### src/rtl/rpd_pkg.sv
package rpd_pkg;
    typedef enum logic [2:0] {
        ST_RUN   = 3'd0,
        ST_PULSE = 3'd1,
        ST_DEEP  = 3'd2,
        ST_ABORT = 3'd3,
        ST_WAKE  = 3'd4
    } rpd_state_e;

    localparam logic [7:0] STAT_RESET = 8'h80;
endpackage

### src/rtl/rpd_core.sv
module rpd_core
    import rpd_pkg::*;
#(
    parameter int MIN_PULSE = 4,
    parameter int ABORT_CYC = 6,
    parameter int WR_REC    = 7,
    parameter int CW        = 4
) (
    input  logic          clk,
    input  logic          rst_n,
    input  logic          pd_pin_n,
    input  logic          pe_busy,
    output rpd_state_e    state_q,
    output logic [CW-1:0] cnt_q,
    output logic          inv_q,
    output logic          ld_q
);
    typedef struct packed {
        rpd_state_e    st;
        logic [CW-1:0] cnt;
        logic          inv;
        logic          ld;
    } core_t;

    localparam logic [CW-1:0] PULSE_LAST = CW'(MIN_PULSE - 1);
    localparam logic [CW-1:0] ABORT_LAST = CW'(ABORT_CYC - 1);
    localparam logic [CW-1:0] WAKE_LAST  = CW'(WR_REC - 1);

    core_t r_d, r_q;

    always_comb begin
        r_d     = r_q;
        r_d.inv = 1'b0;
        r_d.ld  = 1'b0;
        case (r_q.st)
            ST_RUN: begin
                if (!pd_pin_n) begin
                    if (pe_busy) begin
                        r_d.st  = ST_ABORT;
                        r_d.cnt = '0;
                        r_d.inv = 1'b1;
                    end else begin
                        r_d.st  = ST_PULSE;
                        r_d.cnt = CW'(1);
                    end
                end
            end
            ST_PULSE: begin
                if (pd_pin_n) begin
                    r_d.st = ST_RUN;
                end else if (r_q.cnt == PULSE_LAST) begin
                    r_d.st = ST_DEEP;
                end else begin
                    r_d.cnt = r_q.cnt + CW'(1);
                end
            end
            ST_DEEP: begin
                if (pd_pin_n) begin
                    r_d.st  = ST_WAKE;
                    r_d.cnt = '0;
                    r_d.ld  = 1'b1;
                end
            end
            ST_ABORT: begin
                if (r_q.cnt == ABORT_LAST) begin
                    if (pd_pin_n) begin
                        r_d.st  = ST_WAKE;
                        r_d.cnt = '0;
                        r_d.ld  = 1'b1;
                    end else begin
                        r_d.st = ST_DEEP;
                    end
                end else begin
                    r_d.cnt = r_q.cnt + CW'(1);
                end
            end
            ST_WAKE: begin
                if (!pd_pin_n) begin
                    r_d.st = ST_DEEP;
                end else if (r_q.cnt == WAKE_LAST) begin
                    r_d.st = ST_RUN;
                end else begin
                    r_d.cnt = r_q.cnt + CW'(1);
                end
            end
            default: r_d.st = ST_DEEP;
        endcase
    end

    always_ff @(posedge clk or negedge rst_n) begin
        if (!rst_n) begin
            r_q <= '{st: ST_RUN, cnt: '0, inv: 1'b0, ld: 1'b0};
        end else begin
            r_q <= r_d;
        end
    end

    assign state_q = r_q.st;
    assign cnt_q   = r_q.cnt;
    assign inv_q   = r_q.inv;
    assign ld_q    = r_q.ld;

    a_r2_glitch_ignored: assert property (@(posedge clk) disable iff (!rst_n)
        (state_q == ST_PULSE && pd_pin_n) |=> (state_q == ST_RUN));

    a_r11_wake_relapse: assert property (@(posedge clk) disable iff (!rst_n)
        (state_q == ST_WAKE && !pd_pin_n) |=> (state_q == ST_DEEP));

    a_r7_inv_single: assert property (@(posedge clk) disable iff (!rst_n)
        inv_q |=> !inv_q);

    a_r8_abort_low_deep: assert property (@(posedge clk) disable iff (!rst_n)
        (state_q == ST_ABORT && cnt_q == ABORT_LAST && !pd_pin_n) |=> (state_q == ST_DEEP));
endmodule

### src/rtl/rpd_outs.sv
module rpd_outs
    import rpd_pkg::*;
#(
    parameter int RD_REC = 3,
    parameter int CW     = 4
) (
    input  logic          clk,
    input  logic          rst_n,
    input  rpd_state_e    state_q,
    input  logic [CW-1:0] cnt_q,
    input  logic          inv_q,
    input  logic          ld_q,
    input  logic          sel_n,
    input  logic          pe_busy,
    output logic          rd_ok,
    output logic          wr_ok,
    output logic          pwr_down,
    output logic          ci_reset,
    output logic          abort_req,
    output logic          invalidate,
    output logic          sts_load,
    output logic          out_hiz,
    output logic          standby
);
    localparam logic [CW-1:0] RD_AT = CW'(RD_REC);

    logic running;

    always_comb begin
        running   = (state_q == ST_RUN) || (state_q == ST_PULSE);
        wr_ok     = running;
        rd_ok     = running || (state_q == ST_WAKE && cnt_q >= RD_AT);
        pwr_down  = (state_q == ST_DEEP);
        abort_req = (state_q == ST_ABORT);
        ci_reset  = (state_q == ST_DEEP) || (state_q == ST_ABORT);
        invalidate = inv_q;
        sts_load  = ld_q;
        out_hiz   = sel_n || !rd_ok;
        standby   = sel_n && !pe_busy && running;
    end

    a_r3_deep_quiet: assert property (@(posedge clk) disable iff (!rst_n)
        pwr_down |-> (!rd_ok && !wr_ok && out_hiz));

    a_r5_write_after_read: assert property (@(posedge clk) disable iff (!rst_n)
        wr_ok |-> rd_ok);

    a_r10_busy_stays_active: assert property (@(posedge clk) disable iff (!rst_n)
        pe_busy |-> !standby);

    a_r7_inv_in_abort: assert property (@(posedge clk) disable iff (!rst_n)
        invalidate |-> abort_req);

    a_r6_load_once: assert property (@(posedge clk) disable iff (!rst_n)
        sts_load |=> !sts_load);
endmodule

### src/rtl/rpd_sequencer.sv
module rpd_sequencer
    import rpd_pkg::*;
#(
    parameter int MIN_PULSE = 4,
    parameter int ABORT_CYC = 6,
    parameter int RD_REC    = 3,
    parameter int WR_REC    = 7
) (
    input  logic       clk,
    input  logic       rst_n,
    input  logic       pd_pin_n,
    input  logic       sel_n,
    input  logic       pe_busy,
    output logic       rd_ok,
    output logic       wr_ok,
    output logic       pwr_down,
    output logic       ci_reset,
    output logic       abort_req,
    output logic       invalidate,
    output logic       sts_load,
    output logic [7:0] sts_value,
    output logic       out_hiz,
    output logic       standby
);
    localparam int MAX_A = (MIN_PULSE > ABORT_CYC) ? MIN_PULSE : ABORT_CYC;
    localparam int MAX_V = (MAX_A > WR_REC) ? MAX_A : WR_REC;
    localparam int CW    = $clog2(MAX_V + 1);

    rpd_state_e    state_q;
    logic [CW-1:0] cnt_q;
    logic          inv_q;
    logic          ld_q;

    rpd_core #(
        .MIN_PULSE (MIN_PULSE),
        .ABORT_CYC (ABORT_CYC),
        .WR_REC    (WR_REC),
        .CW        (CW)
    ) u_core (
        .clk      (clk),
        .rst_n    (rst_n),
        .pd_pin_n (pd_pin_n),
        .pe_busy  (pe_busy),
        .state_q  (state_q),
        .cnt_q    (cnt_q),
        .inv_q    (inv_q),
        .ld_q     (ld_q)
    );

    rpd_outs #(
        .RD_REC (RD_REC),
        .CW     (CW)
    ) u_outs (
        .clk        (clk),
        .rst_n      (rst_n),
        .state_q    (state_q),
        .cnt_q      (cnt_q),
        .inv_q      (inv_q),
        .ld_q       (ld_q),
        .sel_n      (sel_n),
        .pe_busy    (pe_busy),
        .rd_ok      (rd_ok),
        .wr_ok      (wr_ok),
        .pwr_down   (pwr_down),
        .ci_reset   (ci_reset),
        .abort_req  (abort_req),
        .invalidate (invalidate),
        .sts_load   (sts_load),
        .out_hiz    (out_hiz),
        .standby    (standby)
    );

    assign sts_value = STAT_RESET;
endmodule

### config.mk
export PLATFORM = sky130hd
export DESIGN_NAME = rpd_sequencer
export DESIGN_NICKNAME = d
export VERILOG_FILES = /design/src/rtl/rpd_pkg.sv /design/src/rtl/rpd_core.sv /design/src/rtl/rpd_outs.sv /design/src/rtl/rpd_sequencer.sv
export SDC_FILE = /design/constraint.sdc
export NUM_CORES = 1
export LEC_CHECK = 0
export BUFFER_PORTS_ARGS = -buffer_cell sky130_fd_sc_hd__buf_4
export CAP_MARGIN = 20
export CORE_MARGIN = 4
export CORE_UTILIZATION = 45
export CTS_CLUSTER_DIAMETER = 100
export DETAILED_ROUTE_END_ITERATION = 16
export PLACE_DENSITY = 0.74
export SETUP_SLACK_MARGIN = 0.1
export SYNTH_ARGS = -nofsm -noshare
export SYNTH_HDL_FRONTEND = slang
export SYNTH_SLANG_ARGS = --single-unit
### constraint.sdc
create_clock -name clk -period 1.62 [get_ports clk]
set_input_delay 0.324 -clock clk [delete_from_list [all_inputs] [get_ports clk]]
set_output_delay 0.324 -clock clk [all_outputs]
set_load 0.01 [all_outputs]
==> metrics.md, run 1 <==
| Metric | Value |
|---|---|
| Violated checks | negative setup slack |
| Total Wirelength | 2985 um |
| Layout overhead on the synthesized area | 74.34% |
| Initial antenna violation count | 0 |
| Average cell area after synthesis | 8.093 um2 |
| Pin count of the biggest net entering global routing | 15 |
| Final RePlAce weighted congestion | 0.8266 |
| Share of cells above drive strength 1 | 63.64% |
| CP cell instances | buf_6 -> inv_4 -> buf_4 -> o21ai_2 -> a21oi_2 -> or3_1 -> buf_6 |
| Worst hold path type | in -> reg |
| Final setup fails | 6 |
| Final Slew Violations | 0 |
| Crit. End Element | primary output |
| Dpl ws | -125.2 ps |
| Final min period | 2014 ps |
| Core ar. | 1559 um2 |
| Worst Path Required | 1300 ps |
| Ports | 22 |
| CTS tree | built |
| Setup ws final | -394.5 ps |
| Vias in the first global route | 762 |
| Routed WL per cell | 20.17 um |
| Full die area | 2412 um2 |
| Nets | 143 |
| Largest stage delay on the critical path | 400 ps |
| Worst Path Arrival | 1690 ps |
| Slowest stage cell, crit path | dfrtp_2 |
| Sequential power share | 14.4% |
| Sequential share of the synthesized area | 26.32% |
| Crit path max fanout | 3 |
| Bufs and invs on worst path | 4 |
| Netlist cell types | 36 |
| Antenna viol nets, final | 0 |
| Reg2Reg Depth | 8 |
| Die width | 49.12 um |
| Total CTS buffers | 3 |
| DP Wirelength | 1554 um |
| Synth Instances | 94 |
| Instance count on the critical path | 7 |
| Synth Cell Area | 760.7 um2 |
| Global Route Usage Sum | 19.03% |
| RSZ-0062 raised after global routing | yes |
| Top cell type by total area after synthesis | dfrtp_1 |
| Fmax | 496.4 MHz |
| Leak | 0.6111 nW |
| Vias | 883 |
| Clk network pwr share | 6.5% |
| Root Buffer | clkbuf_4 |
| Top delay family on crit path | flip-flops |
| Post-synth top area share | 26.32% |
| Power Total | 2.477 mW |
| Clock skew | 13.09 ps |
| # diodes | 0 |
| Die span in y | 49.12 um |
| Clk_lat worst skew | 270 ps |
| # Max-Cap Violations | 0 |
| Startpoint types | flop |
| Hold path depth | 2 |
| Initial Util | 48.80% |
| Crit Path Class | reg -> out |
| Vias/cell | 5.966 |
| Hold Fails Final Rpt | 0 |
| Final instance area | 1326 um2 |
| Sink Count | 8 |
| Status | finished with violations |
| First-pass GRT wire length | 3539 um |
| Psw | 1.163 mW |
| Port Buf Inserts | 13 |
| Peak supply drop | 0.001249 V |
| Non-filler cells, final | 148 |
| Sw Ratio | 46.94% |
| Total iterations of the first detailed-routing run | 4 |
| Synth warn | 0 |
| Yosys reg bits | 8 |
| Post-DP Area | 937.1 um2 |
| Hold_ws | 365.8 ps |
| Internal power | 1.314 mW |
| H-tree Lvls | 1 |
| Post-synth ARST share | 100.0% |
| Combinational share of power | 79.1% |
| Reg clk slew, reported paths | 60 ps |
| EDFF count, synth | 0 |
| Pwr dens | 1868 nW/um2 |
| Clock buffer depth | 2 |
| First DRT Iteration DRCs | 37 |
| Critical path's most frequent cell | buf_6 |
| Rows | 14 |
| Placed Instances | 130 |
| Ys flop type | dfrtp_1 |
| Crit share post-route | 124.3% |
| Total gr overflow | 0 |
| Drt drc | 0 |
| Largest cells by area after synthesis | dfrtp_1 26%, buf_4 9.9%, ha_1 6.6% |
==> final timing paths <==
path                                                   from                             to  slack (ps)
max in group asynchronous                             rst_n  u_core.state_q[1]$_DFFE_PN0P_        1060
min in group asynchronous                             rst_n    u_core.cnt_q[2]$_DFFE_PN0P_         410
worst min register to register  u_core.cnt_q[2]$_DFFE_PN0P_    u_core.cnt_q[2]$_DFFE_PN0P_         730
worst max-delay path            u_core.cnt_q[0]$_DFFE_PN0P_                        out_hiz        -390
worst max register to register  u_core.cnt_q[0]$_DFFE_PN0P_    u_core.cnt_q[2]$_DFFE_PN0P_        -270
worst min-delay path                                pe_busy         u_core.inv_q$_DFF_PN0_         370
==> power by group through the flow <==
stage                     clock network [mW]  registers [mW]  logic, mW
after floorplan                            0           0.332      0.783
after global placement                     0           0.363       1.15
after detailed placement                   0           0.368       1.17
after CTS                              0.155           0.332       1.36
after global routing                   0.169           0.367       2.08
final                                  0.161           0.357       1.96
==> kinds of logic after synthesis <==
group | after synthesis | share of synthesized area [%]
simple gates | 35 | 27.31
compound gates | 23 | 20.23
buf+inv | 20 | 15.29
flops | 8 | 26.32
fa+ha+maj | 4 | 6.579
mux | 2 | 3.289
other cells | 2 | 0.9872
==> placed cells by master, fill, tap and decap left out, types with 2 or more instances in the layout <==
master,Yosys,layout
nand2_1,6,3
buf_4,10,27
buf_6,0,14
o21ai_0,5,3
a21oi_1,7,5
ha_4,0,4
inv_1,6,2
dfrtp_1,8,4
a31oi_1,2,2
clkbuf_4,0,3
conb_1,2,8
inv_4,0,2
dfrtp_2,0,4
nor2_4,0,3
inv_2,1,3
nand3_1,3,2
nand2_4,0,3
a21oi_2,1,2
nor2_1,10,7
nor4b_4,0,2
==> flip-flops by register name, summed over array words and instances (netlist names) <==
name / flops
u_core.inv_q: 1
u_core.cnt_q: 3
u_core.state_q: 3
u_core.ld_q: 1
==> per-stage QoR <==
stage                     utilization, %  setup TNS, ps
after CTS                          67.90          -1363
after global routing               85.07          -1919
after global placement             60.11         -145.2
after floorplan                        -         -11.55
final                              85.07          -1569
after detailed placement           60.11         -433.8
==> cell usage after synthesis (2+ instances only) <==
| library cell | number |
|---|---|
| a21oi_1 | 7 |
| a31oi_1 | 2 |
| and3_1 | 2 |
| buf_2 | 3 |
| buf_4 | 10 |
| conb_1 | 2 |
| dfrtp_1 | 8 |
| ha_1 | 4 |
| inv_1 | 6 |
| nand2_1 | 6 |
| nand3_1 | 3 |
| nor2_1 | 10 |
| nor2b_1 | 2 |
| nor4b_1 | 2 |
| o21ai_0 | 5 |
| o2bb2ai_1 | 2 |
==> worst register-to-register path: stages, from the launching register on <==
cell	delay (ps)
dfrtp_2	440
ha_4	170
ha_4	160
buf_4	130
buf_6	110
o21ai_4	160
a21oi_4	100
nor3_4	180
mux2_4	330
==> area by class of cell <==
cell class / count / area, um2
Timing Repair Buffer: 42 / 370.4
Sequential cell: 8 / 205.2
Tap cell: 16 / 20.02
Inverter: 7 / 31.28
Clock buffer: 3 / 22.52
Multi-Input combinational cell: 72 / 676.9
Fill cell: 80 / 232.7
==> layer usage <==
layer  track usage [%]  routed length [um]  vias to the layer above
li1                  -                   -                      391
met4             5.687                  55                        0
met1             24.91                1149                      423
met3             3.976                 233                       10
met2             31.03                1546                       59
met5                 0                   0                        -
==> what timing repair did <==
item	4_1_cts	5_1_grt
hold buffers	1	0
buffers inserted	7	8
setup endpoints to repair	11	14
gates resized for setup	11	49
endpoints found under the hold margin	8	0
gates cloned	0	0
pin swaps	8	22
Power figures use the tool's default switching activity.
==> run 2, diff against run 1 <==
- CAP_MARGIN: 20 -> unset
- CORE_UTILIZATION: 45 -> 47
- CTS_BUF_LIST: unset -> sky130_fd_sc_hd__clkbuf_4
- PLACE_DENSITY: 0.74 -> 0.76
==> run 2 against run 1 <==
Against the previous run: clock-buffer cell count unchanged; the run still ends with negative setup slack left; maximum frequency grew 2.3%; critical path depth is 1 higher; sequential cell count is the same; sequential power is 5% higher; clock power is 11% higher; register-to-register slack about the same; design area decreased by 1.4%; first-iteration DRC count is 2.7% higher; clock skew down 9.5 ps; non-clock buffer count increased by 3.
==> metrics.md, run 2 (synthesis gave the netlist of run 1 again) <==
| Metric | Value |
|---|---|
| Status | finished with violations |
| Violated checks | negative setup slack |
| # diodes | 0 |
| Internal power | 1.308 mW |
| # Max-Cap Violations | 0 |
| RR Endpoint | u_core.cnt_q[2]$_DFFE_PN0P_ |
| Leak | 0.6028 nW |
| Setup TNS | -1423 ps |
| Fmax | 507.7 MHz |
| Share of cells above drive strength 1 | 62.96% |
| Hold Path End | u_core.inv_q$_DFF_PN0_ |
| Clk_lat worst skew | 280 ps |
| Worst Path Arrival | 1650 ps |
| CP cell instances | ha_4 -> ha_4 -> nor2_4 -> o21ai_2 -> a21oi_2 -> buf_4 -> nor2_2 -> buf_4 |
| RSZ-0062 raised after global routing | yes |
| Vias | 896 |
| Crit path max fanout | 3 |
| First-pass GRT wire length | 3981 um |
| Initial Util | 49.92% |
| Initial antenna violation count | 0 |
| Final Slew Violations | 0 |
| Clock buffer depth | 2 |
| Rows | 14 |
| Bufs and invs on worst path | 2 |
| Full die area | 2326 um2 |
| Worst Path Required | 1300 ps |
| Layout overhead on the synthesized area | 71.87% |
| Peak supply drop | 0.001124 V |
| Sink Count | 8 |
| Die width | 48.23 um |
| Top delay family on crit path | flip-flops |
| Setup ws final | -349.5 ps |
| Hold_ws | 380.6 ps |
| Reg2Reg Depth | 7 |
| FF+latch area | 206.4 um2 |
| Total iterations of the first detailed-routing run | 4 |
| Final RePlAce weighted congestion | 0.8587 |
| DP Wirelength | 1641 um |
| Worst hold path type | in -> reg |
| Hold Fails Final Rpt | 0 |
| Vias/cell | 5.934 |
| Crit share post-route | 121.6% |
| Psw | 1.139 mW |
| Nets | 146 |
| Clk network pwr share | 7.3% |
| H-tree Lvls | 1 |
| Clock skew | 3.632 ps |
| Multi-input logic area | 633.1 um2 |
| Pwr dens | 1872 nW/um2 |
| CTS tree | built |
| Combinational share of power | 77.3% |
| Sequential power share | 15.3% |
| Final core utilization | 85.80% |
| Reg clk slew, reported paths | 70 ps |
| Global Route Usage Sum | 26.73% |
| Antenna viol nets, final | 0 |
| Total gr overflow | 0 |
| Crit Path Class | reg -> out |
| Port Buf Inserts | 13 |
| Total CTS buffers | 3 |
| Sw Ratio | 46.54% |
| Most frequent cells in the layout | 32 x buf_4, 11 x buf_6, 8 x conb_1 |
| Most common cell after layout, fill and taps aside | buf_4 |
| Pin count of the biggest net entering global routing | 15 |
| First DRT Iteration DRCs | 38 |
| Core ar. | 1524 um2 |
| Routed WL per cell | 20.05 um |
| Root Buffer | clkbuf_4 |
| Final min period | 1970 ps |
| Total Wirelength | 3027 um |
| Crit path from | u_core.cnt_q[0]$_DFFE_PN0P_ |
| Crit. End Element | primary output |
| Slowest stage cell, crit path | dfrtp_2 |
| # fillers | 79 |
| Startpoint types | flop |
| Largest stage delay on the critical path | 440 ps |
| R2R setup slack | -260 ps |
| Drt drc | 0 |
| Die span in y | 48.23 um |
| Hold path depth | 2 |
| Vias in the first global route | 787 |
| R2r startpoint | u_core.cnt_q[0]$_DFFE_PN0P_ |
| Ports | 22 |
| Final setup fails | 7 |
| Hold Crit Start | pe_busy |
-- run 2: changes by cell type in the layout (fill, tap and decap cells not counted), sizes merged --
cell  change
buf       +3
-- run 2: worst register-to-register path, cell delays in order (launching register included) --
cell and delay [ps]:
dfrtp_2 440, ha_4 170, ha_4 170, buf_4 150, o21ai_4 170, a21oi_4 90, nor3_4 240, mux2_4 330
-- run 2: layout make-up --
class	count	share of cell area (%)
Inverter	7	2.392
Multi-Input combinational cell	72	48.42
Sequential cell	8	15.79
Timing Repair Buffer	45	30.14
Clock buffer	3	1.722
Tap cell	16	1.531
-- run 2: layer usage --
layer  global-route usage (%)  vias up  share of wire, %
met3                    6.273       18               7.7
li1                         -      398                 -
met5                        0        -                 0
met2                    42.45       56                50
met4                    20.97        0               6.0
met1                    30.38      424                36
-- run 2: worst max-delay path by stage --
stage | endpoint | cells past startpoint | slack (ps)
3_5_place_dp | out_hiz | 7 | -160
2_1_floorplan | u_core.cnt_q[2]$_DFFE_PN0P_ | 6 | -10
6_report | rd_ok | 8 | -350
5_1_grt | rd_ok | 8 | -410
3_3_place_gp | u_core.cnt_q[2]$_DFFE_PN0P_ | 7 | -60
4_1_cts | out_hiz | 7 | -390
-- run 2: timing repair --
action | CTS | global route
endpoints found under the hold margin | 8 | 0
endpoints found under the setup margin | 12 | 13
hold buffers | 1 | 0
pin swaps | 8 | 9
buffers inserted | 9 | 3
gates resized for setup | 30 | 19
-- run 2: through the flow --
step,setup WS [ps],area [um2],instances,power [mW]
floorplan,-11.55,804.5,100,1.115
global placement,-62.59,987.2,135,1.573
detailed placement,-157.0,987.2,135,1.611
CTS,-387.8,1201,148,2.129
global route,-410.6,1308,151,2.606
finish,-349.5,1308,151,2.447
-- run 2: power by group through the flow --
stage               combinational, mW  clock [mW]  sequential [mW]
finish                           1.89       0.179            0.376
global route                     2.03       0.196            0.382
CTS                              1.58       0.183            0.365
detailed placement               1.23           0            0.377
global placement                 1.20           0            0.373
floorplan                       0.783           0            0.332
